### src/rtl/dac_trim_pkg.sv
package dac_trim_pkg;

  typedef enum logic [1:0] {
    ADDR_GAIN   = 2'd0,
    ADDR_OFFSET = 2'd1,
    ADDR_DATA   = 2'd2,
    ADDR_SPARE  = 2'd3
  } regAddr_t;

  typedef struct packed {
    logic loadGain;
    logic loadOffset;
    logic commit;
  } trimStrobes_t;

endpackage

### src/rtl/dac_trim_ctrl.sv
module dac_trim_ctrl
  import dac_trim_pkg::*;
(
  input  logic         clk,
  input  logic         rstN,
  input  logic         wrEn,
  input  logic [1:0]   wrAddr,
  output trimStrobes_t strobes,
  output logic         codeValid
);

  always_comb begin
    strobes = '0;
    if (wrEn) begin
      unique case (regAddr_t'(wrAddr))
        ADDR_GAIN:   strobes.loadGain   = 1'b1;
        ADDR_OFFSET: strobes.loadOffset = 1'b1;
        ADDR_DATA:   strobes.commit     = 1'b1;
        default:     strobes            = '0;
      endcase
    end
  end

  always_ff @(posedge clk or negedge rstN) begin
    if (!rstN) codeValid <= 1'b0;
    else       codeValid <= strobes.commit;
  end


  strobe_onehot_chk: assert property (@(posedge clk) disable iff (!rstN)
    $onehot0({strobes.loadGain, strobes.loadOffset, strobes.commit}));


  valid_follows_commit_chk: assert property (@(posedge clk) disable iff (!rstN)
    strobes.commit |=> codeValid);


  valid_quiet_chk: assert property (@(posedge clk) disable iff (!rstN)
    !strobes.commit |=> !codeValid);

endmodule

### src/rtl/dac_trim_dp.sv
module dac_trim_dp
  import dac_trim_pkg::*;
#(
  parameter int WORD_W = 16
) (
  input  logic              clk,
  input  logic              rstN,
  input  trimStrobes_t      strobes,
  input  logic [WORD_W-1:0] wrData,
  output logic [WORD_W-1:0] codeOut
);

  localparam int FACT_W  = WORD_W + 1;
  localparam int PROD_W  = WORD_W + FACT_W;
  localparam int SCALE_W = WORD_W + 1;
  localparam int SUM_W   = WORD_W + 2;
  localparam logic [FACT_W-1:0] HALF = FACT_W'(1) << (WORD_W - 1);
  localparam logic [WORD_W-1:0] UNITY = WORD_W'(1) << (WORD_W - 1);
  localparam logic [WORD_W-1:0] CODE_MAX = '1;

  logic [WORD_W-1:0] gainHeld;
  logic [WORD_W-1:0] offsetHeld;

  always_ff @(posedge clk or negedge rstN) begin
    if (!rstN) begin
      gainHeld   <= UNITY;
      offsetHeld <= '0;
    end else begin
      if (strobes.loadGain)   gainHeld   <= wrData;
      if (strobes.loadOffset) offsetHeld <= wrData;
    end
  end

  logic [FACT_W-1:0]        gainFactor;
  logic [PROD_W-1:0]        product;
  logic [SCALE_W-1:0]       scaled;
  logic signed [SUM_W-1:0]  scaledExt;
  logic signed [SUM_W-1:0]  offsetExt;
  logic signed [SUM_W-1:0]  sum;
  logic [WORD_W-1:0]        clamped;

  always_comb begin
    gainFactor = {1'b0, gainHeld} + HALF;
    product    = PROD_W'(wrData) * PROD_W'(gainFactor);
    scaled     = product[WORD_W +: SCALE_W];
    scaledExt  = {1'b0, scaled};
    offsetExt  = {{(SUM_W - WORD_W){offsetHeld[WORD_W-1]}}, offsetHeld};
    sum        = scaledExt + offsetExt;
    if (sum[SUM_W-1])                  clamped = '0;
    else if (|sum[SUM_W-2:WORD_W])     clamped = CODE_MAX;
    else                               clamped = sum[WORD_W-1:0];
  end

  always_ff @(posedge clk or negedge rstN) begin
    if (!rstN)               codeOut <= '0;
    else if (strobes.commit) codeOut <= clamped;
  end


  hold_without_commit_chk: assert property (@(posedge clk) disable iff (!rstN)
    !strobes.commit |=> $stable(codeOut));


  unity_passthrough_chk: assert property (@(posedge clk) disable iff (!rstN)
    (strobes.commit && gainHeld == UNITY && offsetHeld == '0)
      |=> codeOut == $past(wrData));


  clamp_low_chk: assert property (@(posedge clk) disable iff (!rstN)
    (strobes.commit && wrData == '0 && offsetHeld[WORD_W-1]) |=> codeOut == '0);


  clamp_high_chk: assert property (@(posedge clk) disable iff (!rstN)
    (strobes.commit && wrData == CODE_MAX && gainHeld == CODE_MAX
      && !offsetHeld[WORD_W-1]) |=> codeOut == CODE_MAX);

endmodule

### src/rtl/dac_trim_stage.sv
module dac_trim_stage
  import dac_trim_pkg::*;
#(
  parameter int WORD_W = 16
) (
  input  logic              clk,
  input  logic              rstN,
  input  logic              wrEn,
  input  logic [1:0]        wrAddr,
  input  logic [WORD_W-1:0] wrData,
  output logic [WORD_W-1:0] codeOut,
  output logic              codeValid
);

  trimStrobes_t strobes;

  dac_trim_ctrl u_ctrl (
    .clk       (clk),
    .rstN      (rstN),
    .wrEn      (wrEn),
    .wrAddr    (wrAddr),
    .strobes   (strobes),
    .codeValid (codeValid)
  );

  dac_trim_dp #(.WORD_W(WORD_W)) u_dp (
    .clk     (clk),
    .rstN    (rstN),
    .strobes (strobes),
    .wrData  (wrData),
    .codeOut (codeOut)
  );

endmodule

### config.mk
export PLATFORM = sky130hd
export DESIGN_NAME = dac_trim_stage
export DESIGN_NICKNAME = d
export VERILOG_FILES = /design/src/rtl/dac_trim_pkg.sv /design/src/rtl/dac_trim_ctrl.sv /design/src/rtl/dac_trim_dp.sv /design/src/rtl/dac_trim_stage.sv
export SDC_FILE = /design/constraint.sdc
export NUM_CORES = 1
export LEC_CHECK = 0
export BUFFER_PORTS_ARGS = -buffer_cell sky130_fd_sc_hd__buf_2
export CORE_MARGIN = 2
export CORE_UTILIZATION = 55
export DETAILED_ROUTE_END_ITERATION = 10
export GPL_TIMING_DRIVEN = 1
export PLACE_DENSITY = 0.82
export SLEW_MARGIN = 0
export SYNTH_ARGS = -nofsm -noshare
export SYNTH_HDL_FRONTEND = slang
export SYNTH_SLANG_ARGS = --single-unit
### constraint.sdc
create_clock -name clk -period 20.8 [get_ports clk]
set_clock_uncertainty 0.2 [all_clocks]
set_input_delay 4.16 -clock clk [delete_from_list [all_inputs] [get_ports clk]]
set_output_delay 4.16 -clock clk [all_outputs]
set_load 0.01 [all_outputs]
=== Yosys cells after proc, flatten, opt, wreduce, memory -nomap -nowiden ===
Cells that the tools add are included.

* Flip-flop bits (word level): 49
* Latch bits: 0
* Bits in writable memories: 0
* ROM bits: 0
* Bits of input ports: 21
* Output and inout bits: 17
* Logic and storage cells: 16
* Memories: 0

* Add/sub/neg operators: 2
* $mul: 1
* Divide/modulo/power cells: 0
* Order comparisons: 0
* Equal/unequal tests: 2
* Shift-type cells: 0
* Muxes and demuxes: 6
* Bitwise gates (word level): 0
* Reductions and logical operators: 1

{| class="wikitable"
|+ Operator list
! operator !! count
|-
| multiplier 16 x 17 -> 33 bit || 1
|-
| two-way mux 16 bit || 2
|-
| adder 18 x 16 -> 18 bit || 1
|-
| adder 16 x 16 -> 17 bit (second input constant) || 1
|-
| two-way mux 1 bit || 3
|-
| two-way mux 3 bit || 1
|-
| equality test 2 x 1 -> 1 bit (second input constant) || 1
|-
| equality test 2 bit (second input constant) || 1
|-
| logical NOT 2 bit || 1
|}

=== Depth between registers and ports, before layout ===
Gate-level depths: netlist of the first run.

* Word-level depth: 5
* Gate-level depth with buffers: 32
* Mapped depth without buffers: 30

=== By module ===
Synthesis of the first run repeated with hierarchy kept, for this count alone.

* Cells, all modules: 1262
* Area, all modules: 11568.6 um^2

{| class="wikitable"
|+ Modules (own cells, without submodules)
! module !! times used !! cells an instance !! area each (um^2) !! sequential area each (um^2)
|-
| dac_trim_dp || 1 || 1258 || 11513.5 || 1202.4
|-
| dac_trim_ctrl || 1 || 4 || 55.1 || 25.0
|}

=== Worst setup path after synthesis of the first run ===
Ideal clock, no wire load.

* Path type: in2reg
* From: input wrData[2]
* To: register u_dp.codeOut[11]
* Setup time: 0.130 ns
* Arrival time: 11.078 ns
* Required time: 20.470 ns
* Slack: 9.392 ns
* Stages: 29
* Path buffers: 3
* Cell sequence: clkbuf_1 clkbuf_1 nand2_1 fa_1 fa_1 fa_1 inv_1 fa_1 fa_1 inv_1 fa_1 inv_1 ha_1 a21o_1 o21bai_1 a211oi_2 o21ba_2 a21oi_1 or4_1 and3_1 ha_1 o21a_1 o21a_1 o21ai_1 mux2i_1 o31ai_2 buf_4 nor3b_1 a22oi_2

* Word-level cells in the longest chain between the ends: 4

{| class="wikitable"
|+ Ends and longest elaborated chain
! what !! line !! RTL
|-
| start, declared || dac_trim_stage.sv:10 || <nowiki>input logic [WORD_W-1:0] wrData,</nowiki>
|-
| multiplier 16 x 17 -> 33 bit * || dac_trim_dp.sv:44 || <nowiki>product = PROD_W'(wrData) * PROD_W'(gainFactor);</nowiki>
|-
| adder 18 x 16 -> 18 bit * || dac_trim_dp.sv:48 || <nowiki>sum = scaledExt + offsetExt;</nowiki>
|-
| two-way mux 16 bit || dac_trim_dp.sv:50 || <nowiki>else if (|sum[SUM_W-2:WORD_W]) clamped = CODE_MAX;</nowiki>
|-
| two-way mux 16 bit * || dac_trim_dp.sv:49 || <nowiki>if (sum[SUM_W-1]) clamped = '0;</nowiki>
|-
| end signal, assigned || dac_trim_dp.sv:56 || <nowiki>else if (strobes.commit) codeOut <= clamped;</nowiki>
|-
| end, declared || dac_trim_dp.sv:10 || <nowiki>output logic [WORD_W-1:0] codeOut</nowiki>
|}

Mark *: on every way between the ends. The rest lies on a longest branch, timed or not.
A chain may end at the register's enable or synchronous reset.

=== Final worst setup path of the first run ===
* From: input wrData[2]
* To: register u_dp.codeOut[8]

Same word-level chain as after synthesis.

==> qor_table.md, run 1 <==
| Step | Parameter | This run |
|:---|:---|:---|
| grt | Tot GR Track Use | 0.245 |
| placed design | Final weighted congestion in routability-driven placement | 0.959 |
| timing | Endpoints failing hold | 0 |
| clock tree | Clk root buf | clkbuf_16 |
| placed design | Post-placement setup slack | 8600 ps |
| cells and area | Fraction of final layout cells sized beyond drive strength 1 | 0.0916 |
| setup path | Required arrival time at the worst endpoint | 20820 ps |
| setup path | Max stage delay cell, worst path | o31ai_2 |
| timing | Smallest hold slack | 275 ps |
| logic synthesis | Mapped Cells | 1279 |
| grt | Vias in the first global route | 9170 |
| placed design | Count of input and output buffers | 37 |
| placed design | Detail Placement HPWL | 20100 um |
| setup path | Sort of element at the start of the critical path | input port |
| grt | Largest net degree at the start of global routing | 50 |
| clock tree | Clock buffer depth | 2 |
| outcome | Status | complete, no violations |
| clock tree | Total clock sinks | 49 |
| setup path | Largest driver fanout on the critical path | 19 |
| clock tree | Hold Buf Count CTS | 0 |
| floorplan | Starting density of the core | 0.558 |
| logic synthesis | Multiplexer area fraction after synthesis | 0.0374 |
| floorplan | Core footprint | 20900 um^2 |
| run | Max-cap violations | 0 |
| logic synthesis | Cell taking the most area after synthesis | fa_1 |
| floorplan | Top-level I/O count | 38 |
| timing | Crit path time final | 11990 ps |
| detailed routing | Count of routing violations after the opening detailed-route iteration | 611 |
| setup path | Most numerous cell on the critical path | fa_1 |
| grt | First-pass GRT wire length | 44100 um |
| clock tree | Clock tree from TritonCTS | yes |
| logic synthesis | Number of enable-type register cells in the synthesized netlist | 0 |
| cells and area | Area growth syn-to-layout | 3.47% |
| cells and area | NumNets Final | 1610 |
| timing | Setup Total Neg Slack | 0 ps |
| timing | Worst slew margin relative to its limit | 0.218 |
| timing | Actual transition at the worst max-transition pin | 1170 ps |
| logic synthesis | Fraction of post-synthesis cell area in the top cell type by area | 0.357 |
| timing | Setup repair after global routing missed its margin | no |
| logic synthesis | Dominant cells by area after synthesis | fa_1, ha_1, dfrtp_1 |
| timing | Max-slew violation count | 0 |
| setup path | Category of cells accounting for the largest share of critical-path delay | adder cells |
| setup path | Worst endpoint data arrival time | 12010 ps |
| hold path | Worst min-delay path category | reg -> reg |
| logic synthesis | Flops & latches, synth | 49 |
| logic synthesis | Most frequently used flop master after synthesis | dfrtp_1 |
| logic synthesis | Dominant combinational cell family by area after synthesis | adder cells |
| setup path | Critical Path End Type | flop |
| setup path | Worst path buffer plus inverter count | 4 |
| setup path | Minimum setup slack among reg-to-reg paths | 12140 ps |
| logic synthesis | Simple logic cell fraction of the synthesized area | 0.163 |
| logic synthesis | Sequential-to-total area share from yosys stat | 0.105 |
| logic synthesis | Share of the synthesized area in compound gates (AO/OA/AOI/OAI) | 0.0870 |
| timing | Worst Slack Setup Final | 8810 ps |
| detailed routing | Count of TritonRoute iterations in the first routing pass | 7 |
| detailed routing | Routed via count | 8617 |
| clock tree | Clk slew on worst S/H paths | 60 ps |
| detailed routing | Overall routed net length | 25800 um |
| grt | Global route total overflow | 0 |
| timing | Highest clock rate | 83.4 MHz |
| clock tree | Latest clock arrival within the worst-skew pair | 290 ps |
| detailed routing | Routed wire length per instance | 16.7 um |
| detailed routing | DRC | 0 |
| logic synthesis | FFs w/ async S/R, synth | 1.00 |
| logic synthesis | Post-synthesis share of cell area spent on full adders, half adders and majority gates | 0.482 |
| clock tree | Number of buffers inserted by post-CTS setup repair | 0 |
| clock tree | Clock buffers created by TritonCTS | 5 |
| grt | Initial antenna violation count | 0 |
| logic synthesis | Yosys synthesis warning count | 0 |
| setup path | Type of the worst setup path | in -> reg |
| clock tree | Post-CTS resize count | 0 |
| logic synthesis | Post-Synthesis Cell Area | 11700 um^2 |
| floorplan | Die extent in y | 150 um |
| floorplan | Horizontal die dimension | 150 um |
| logic synthesis | Xor and xnor area share after synthesis | 0.0203 |
| floorplan | Cell row count | 53 |
| logic synthesis | Synth Area per Inst | 9.11 um^2 |
| setup path | Delay of the slowest cell on the worst path | 930 ps |
| timing | Total setup violations reported at the end of the flow | 0 |
| cells and area | ANT cells | 0 |
| detailed routing | Remaining antenna violation count after routing | 0 |
| logic synthesis | Synth unique cells | 66 |
| floorplan | Overall die area | 22400 um^2 |
| timing | Period utilisation layout | 0.576 |
| detailed routing | Per-cell via count in the routed design | 5.59 |
| clock tree | Count of H-tree levels built during CTS | 2 |
layout make-up:
type	instances	area [um^2]
sequential	49	1230
inverter	247	927
multi-input combinational	924	9220
clock inverter	2	13.8
fill	1839	8830
clock buffer	6	129
timing repair buffer	38	193
tap	275	344
path summary, 6_finish.rpt:
path | depth (start not counted) | endpoint | startpoint
worst max-delay path | 26 | u_dp.codeOut[8]$_DFFE_PN0P_ | wrData[2]
worst min-delay path | 2 | u_dp.codeOut[9]$_DFFE_PN0P_ | u_dp.codeOut[9]$_DFFE_PN0P_
worst max register to register | 25 | u_dp.codeOut[8]$_DFFE_PN0P_ | u_dp.gainHeld[11]$_DFFE_PN0P_
worst min register to register | 2 | u_dp.codeOut[9]$_DFFE_PN0P_ | u_dp.codeOut[9]$_DFFE_PN0P_
max in group asynchronous | 1 | u_dp.offsetHeld[12]$_DFFE_PN0P_ | rstN
min in group asynchronous | 1 | u_ctrl.codeValid$_DFF_PN0_ | rstN
kinds of logic (layout without fill, tap and decap cells):
logic type,count (synthesis),in the layout
simple gates,384,384
fa+ha+maj,324,324
buf+inv,308,293
compound gates,146,146
flops,49,49
mux,39,39
xor+xnor,27,27
other cells,2,4
flip-flops by register name, summed over array words and instances, names as in the netlist:
signal and flops:
u_dp.gainHeld 16, u_dp.codeOut 16, u_ctrl.codeValid 1, u_dp.offsetHeld 16
layer usage:
layer  share of wire  wire length [um]  global-route usage  up-vias
li1                -                 -                   -     3923
met1            0.43             11100               0.337     4418
met2            0.50             13000               0.423      221
met3           0.050              1280              0.0262       55
met4           0.017               440              0.0495        0
met5               0                 0                   0        -
per-stage QoR:
step / area (um^2) / cells / util
2_1_floorplan: 11700 / 1281 / -
3_3_place_gp: 11900 / 1533 / 0.570
6_report: 12100 / 1541 / 0.577
5_1_grt: 12100 / 1541 / 0.577
4_1_cts: 12100 / 1541 / 0.577
3_5_place_dp: 11900 / 1533 / 0.570
cells in the final DEF (no fill, tap or decap), drive strengths merged, types with 8 or more instances in the layout:
cell type / n
fa: 208
mux2: 36
a211oi: 8
nand2b: 15
inv: 248
o21ai: 41
nand4: 8
xnor2: 19
buf: 38
nand2: 175
xor2: 8
a31oi: 8
a21o: 17
ha: 116
nor2: 30
dfrtp: 48
a21oi: 36
and2: 108
nor3: 18
cells in the mapped netlist (all sizes together) (8+ instances only):
library cell,count
xor2,8
o21ai,41
inv,247
fa,208
clkbuf,51
nand2,175
a211oi,8
a21o,17
mux2,36
and2,108
a31oi,8
nand2b,15
dfrtp,48
a21oi,36
buf,9
nor3,18
ha,116
xnor2,19
nand4,8
nor2,30
worst reg2reg max path: stages (launching register included):
cell	delay, ps
dfrtp_1	840
nand2_1	190
fa_1	560
fa_1	460
fa_1	550
inv_1	60
fa_1	490
fa_1	520
inv_1	60
fa_1	470
inv_1	40
ha_1	300
nand2_1	80
a21oi_1	170
nand3_1	180
a2111oi_0	630
nor2_1	180
o21bai_1	200
xor2_1	100
ha_1	460
a211oi_1	150
o221ai_1	270
o21ai_2	130
o31ai_2	930
nor3_1	200
o21ai_2	170
Power of run 1 is not shown: default switching activity piles up to over one toggle a cycle in this logic, so the estimate is an artifact.
==> run 2, diff against run 1 <==
Settings changed: PLACE_DENSITY 0.82 to 0.85.
Clock period 20.8 ns to 9.8 ns, I/O delays scaled along.
==> qor_table.md, run 2 (synthesis results as in run 1) <==
| Step | Parameter | This run |
|:---|:---|:---|
| outcome | Status | complete, no violations |
| placed design | Count of input and output buffers | 37 |
| cells and area | Cell area after layout | 12200 um^2 |
| setup path | Critical Path End Type | flop |
| detailed routing | Routed wire length per instance | 16.7 um |
| setup path | Largest driver fanout on the critical path | 19 |
| timing | Actual transition at the worst max-transition pin | 1110 ps |
| timing | Setup Total Neg Slack | 0 ps |
| clock tree | Clock buffers created by TritonCTS | 5 |
| timing | Worst slew margin relative to its limit | 0.257 |
| grt | Tot GR Track Use | 0.247 |
| placed design | Detail Placement HPWL | 20500 um |
| run | Max-cap violations | 0 |
| cells and area | NumNets Final | 1620 |
| setup path | Worst endpoint data arrival time | 9400 ps |
| grt | First-pass GRT wire length | 44700 um |
| setup path | Required arrival time at the worst endpoint | 9780 ps |
| placed design | Final weighted congestion in routability-driven placement | 0.950 |
| detailed routing | Routed via count | 8761 |
| cells and area | Highest-count cells in the layout ignoring fill and taps | inv_1, fa_1, nand2_1 |
| setup path | Type of the worst setup path | in -> reg |
| setup path | Most numerous cell on the critical path | fa_1 |
| setup path | Delay of the slowest cell on the worst path | 530 ps |
| grt | Largest net degree at the start of global routing | 50 |
| floorplan | Top-level I/O count | 38 |
| timing | Total setup violations reported at the end of the flow | 0 |
| clock tree | Clk root buf | clkbuf_16 |
| clock tree | Total clock sinks | 49 |
| hold path | Worst min-delay path category | reg -> reg |
| clock tree | Clk slew on worst S/H paths | 60 ps |
| detailed routing | Count of routing violations after the opening detailed-route iteration | 484 |
| detailed routing | Remaining antenna violation count after routing | 0 |
| placed design | Placement Cell Area | 12000 um^2 |
| timing | Highest clock rate | 106 MHz |
| clock tree | Hold Buf Count CTS | 0 |
| timing | Crit path time final | 9420 ps |
| grt | Global route total overflow | 0 |
| floorplan | Core footprint | 20900 um^2 |
| cells and area | Registers with the most flip-flops | u_dp.codeOut x16, u_dp.gainHeld x16, u_dp.offsetHeld x16 |
| cells and area | ANT cells | 0 |
| clock tree | Clock tree from TritonCTS | yes |
| floorplan | Cell row count | 53 |
| setup path | Max stage delay cell, worst path | fa_1 |
| detailed routing | DRC | 0 |
| detailed routing | Count of TritonRoute iterations in the first routing pass | 5 |
| cells and area | Area growth syn-to-layout | 4.35% |
| timing | Period utilisation layout | 0.962 |
| cells and area | Post-route insts no fill | 1551 |
| placed design | Placed insts | 1542 |
| cells and area | Most common cell after layout, fill and taps aside | inv_1 |
| floorplan | Overall die area | 22400 um^2 |
| timing | Smallest hold slack | 272 ps |
| setup path | Category of cells accounting for the largest share of critical-path delay | adder cells |
| detailed routing | Overall routed net length | 25800 um |
| detailed routing | Per-cell via count in the routed design | 5.65 |
| cells and area | Fraction of final layout cells sized beyond drive strength 1 | 0.0995 |
| setup path | Worst path buffer plus inverter count | 6 |
| clock tree | Latest clock arrival within the worst-skew pair | 290 ps |
| clock tree | Count of H-tree levels built during CTS | 2 |
| floorplan | Die extent in y | 150 um |
| floorplan | Starting density of the core | 0.558 |
| floorplan | Horizontal die dimension | 150 um |
| grt | Vias in the first global route | 9279 |
| timing | Endpoints failing hold | 0 |
| timing | Max-slew violation count | 0 |
| setup path | Sort of element at the start of the critical path | input port |
| grt | Initial antenna violation count | 0 |
| timing | Setup repair after global routing missed its margin | no |
| clock tree | Clock buffer depth | 2 |
-- run 2: cell count changes in the layout (fill, tap and decap cells not counted), moves of 2 or more --
cell	delta
buf_2	-3
clkinvlp_4	+2
clkbuf_4	+3
buf_4	+9
-- run 2: worst paths after layout --
check,to,from,slack (ps),cells after the start
max,u_dp.codeOut[14]$_DFFE_PN0P_,wrData[4],380,29
min,u_dp.codeOut[9]$_DFFE_PN0P_,u_dp.codeOut[9]$_DFFE_PN0P_,270,2
max reg2reg,u_dp.codeOut[14]$_DFFE_PN0P_,u_dp.gainHeld[12]$_DFFE_PN0P_,1450,27
min reg2reg,u_dp.codeOut[9]$_DFFE_PN0P_,u_dp.codeOut[9]$_DFFE_PN0P_,270,2
max in group asynchronous,u_dp.offsetHeld[14]$_DFFE_PN0P_,rstN,7040,1
min in group asynchronous,u_ctrl.codeValid$_DFF_PN0_,rstN,1670,1
-- run 2: per-layer routing --
metal / GRT usage / vias up / routed length (um)
li1: - / 3953 / -
met1: 0.331 / 4432 / 10600
met2: 0.431 / 312 / 12900
met3: 0.0232 / 64 / 1620
met4: 0.0662 / 0 / 645
met5: 0 / - / 0
-- run 2: layout make-up --
cell class,instances,area (um^2)
Clock inverter,2,15.0
Fill cell,1795,8730
Tap cell,275,344
Multi-Input combinational cell,924,9230
Inverter,247,927
Clock buffer,6,129
Sequential cell,49,1230
Timing Repair Buffer,48,288
-- run 2: timing repair --
action | in CTS | in global routing
gates resized for setup | 0 | 4
endpoints found under the hold margin | 0 | 0
setup buffers | 0 | 1
setup endpoints to repair | 0 | 16
-- run 2: per-stage QoR --
stage          worst slack, ps   util
5_1_grt                   50.3  0.582
4_1_cts                    256  0.580
2_1_floorplan              592      -
3_5_place_dp             -24.0  0.574
6_report                   376  0.582
3_3_place_gp              99.4  0.574
-- run 2: tightest hold or removal path: stages (launching register included) --
cell and delay, ps:
dfrtp_1 340, nand2_1 60, o21ai_2 50
Power of run 2 is left out for the same reason.
==> run 3, diff against run 2 <==
Settings changed: MAX_ROUTING_LAYER set to met4.
==> qor_table.md, run 3 (synthesis results as in run 1) <==
| Step | Parameter | This run |
|:---|:---|:---|
| outcome | Status | complete, no violations |
| timing | Highest clock rate | 107 MHz |
| detailed routing | Remaining antenna violation count after routing | 0 |
| floorplan | Starting density of the core | 0.558 |
| detailed routing | Routed via count | 8701 |
| setup path | Critical Path End Type | flop |
| grt | Vias in the first global route | 9244 |
| timing | Crit path time final | 9330 ps |
| grt | First-pass GRT wire length | 44100 um |
| clock tree | Total clock sinks | 49 |
| detailed routing | Per-cell via count in the routed design | 5.62 |
| detailed routing | Overall routed net length | 25700 um |
| cells and area | Area of the multi-input gates | 9230 um^2 |
| timing | Max-slew violation count | 0 |
| cells and area | NumNets Final | 1617 |
| placed design | Post-placement setup slack | 69.7 ps |
| floorplan | Core footprint | 20900 um^2 |
| timing | Period utilisation layout | 0.952 |
| setup path | Worst endpoint data arrival time | 9310 ps |
| cells and area | ANT cells | 0 |
| timing | Worst slew margin relative to its limit | 0.236 |
| clock tree | Clk root buf | clkbuf_16 |
| cells and area | Most common cell after layout, fill and taps aside | inv_1 |
| setup path | Required arrival time at the worst endpoint | 9780 ps |
| placed design | Detail Placement HPWL | 20300 um |
| detailed routing | Highest Signal Layer | met4 |
| cells and area | Highest-count cells in the layout ignoring fill and taps | inv_1, fa_1, nand2_1 |
| timing | Actual transition at the worst max-transition pin | 1150 ps |
| detailed routing | Met3 wirelength from detailed routing | 1440 um |
| hold path | Worst min-delay path category | reg -> reg |
| floorplan | Horizontal die dimension | 150 um |
| detailed routing | Routed met1 length | 10800 um |
| setup path | Sort of element at the start of the critical path | input port |
| grt | Global route total overflow | 0 |
| floorplan | Cell row count | 53 |
| grt | Largest net degree at the start of global routing | 50 |
| grt | Initial antenna violation count | 0 |
| detailed routing | Met2 WL post-DR | 12900 um |
| placed design | Count of input and output buffers | 37 |
| detailed routing | Count of routing violations after the opening detailed-route iteration | 612 |
| clock tree | Latest clock arrival within the worst-skew pair | 290 ps |
| run | Max-cap violations | 0 |
| timing | Setup repair after global routing missed its margin | no |
| grt | Tot GR Track Use | 0.252 |
| timing | Total setup violations reported at the end of the flow | 0 |
| timing | Worst Slack Setup Final | 467 ps |
| detailed routing | Routed wire length per instance | 16.6 um |
| timing | Setup Total Neg Slack | 0 ps |
| cells and area | Area growth syn-to-layout | 4.30% |
| clock tree | Clock buffer depth | 2 |
| cells and area | Fraction of final layout cells sized beyond drive strength 1 | 0.0974 |
| placed design | Final weighted congestion in routability-driven placement | 0.930 |
| clock tree | Clock tree from TritonCTS | yes |
| setup path | Largest driver fanout on the critical path | 19 |
| clock tree | Count of H-tree levels built during CTS | 2 |
| floorplan | Overall die area | 22400 um^2 |
| timing | Endpoints failing hold | 0 |
| clock tree | Clock buffers created by TritonCTS | 5 |
| cells and area | Combined flip-flop and latch cell area | 1230 um^2 |
| setup path | Type of the worst setup path | in -> reg |
| clock tree | Clk slew on worst S/H paths | 70 ps |
| floorplan | Top-level I/O count | 38 |
| floorplan | Die extent in y | 150 um |
| detailed routing | DRC | 0 |
| cells and area | Registers with the most flip-flops | u_dp.codeOut x16, u_dp.gainHeld x16, u_dp.offsetHeld x16 |
| detailed routing | Count of TritonRoute iterations in the first routing pass | 5 |
| cells and area | Fillers | 1754 |
-- run 3: final cells by class --
class,count,share of cell area
inverters,247,0.0763
multi-input cells,924,0.759
flip-flops and latches,49,0.101
well taps,275,0.0283
clock inverters,2,0.00319
repair buffers,45,0.0212
clock buffers,6,0.0106
-- run 3: worst paths after layout --
kind | startpoint | to | slack, ps | cells past startpoint
worst max-delay path | wrData[1] | u_dp.codeOut[14]$_DFFE_PN0P_ | 470 | 28
worst min-delay path | u_dp.codeOut[9]$_DFFE_PN0P_ | u_dp.codeOut[9]$_DFFE_PN0P_ | 270 | 2
worst max register to register | u_dp.gainHeld[9]$_DFFE_PN0P_ | u_dp.codeOut[14]$_DFFE_PN0P_ | 1610 | 28
worst min register to register | u_dp.codeOut[9]$_DFFE_PN0P_ | u_dp.codeOut[9]$_DFFE_PN0P_ | 270 | 2
max in group asynchronous | rstN | u_dp.offsetHeld[10]$_DFFE_PN0P_ | 7000 | 1
min in group asynchronous | rstN | u_ctrl.codeValid$_DFF_PN0_ | 1690 | 1
-- run 3: timing repair --
item                       4_1_cts  5_1_grt
hold buffers                     0        0
hold endpoints to repair         0        0
buffers inserted                 0        1
setup endpoints to repair        0        6
gates resized for setup          0        1
-- run 3: stage by stage --
step	cell area, um^2	cells	utilization	hold slack (ps)
after floorplan	11700	1281	-	284
after global placement	12000	1539	0.573	259
after detailed placement	12000	1539	0.573	262
after CTS	12100	1547	0.581	276
after global routing	12200	1548	0.582	307
final	12200	1548	0.582	273
-- run 3: routing by layer --
metal,vias to the layer above,GRT usage
met2,278,0.425
met4,0,0.0614
met1,4433,0.331
li1,3938,-
met5,-,-
met3,52,0.0250
-- run 3: worst max-delay path, stage by stage --
cell,delay [ps]
buf_2,320
nand2_1,140
fa_1,540
fa_1,520
fa_1,510
inv_1,50
fa_1,510
fa_1,500
inv_1,50
fa_1,470
inv_1,40
ha_1,300
a21o_1,180
o21bai_1,160
a211oi_2,250
o21ba_2,210
a21oi_1,90
or4_1,400
and3_1,190
ha_1,340
o21a_1,160
o21a_1,190
o21ai_1,240
mux2i_1,260
o31ai_2,90
buf_4,200
nor4b_2,340
o21ai_2,70
Power of run 3 is left out for the same reason.
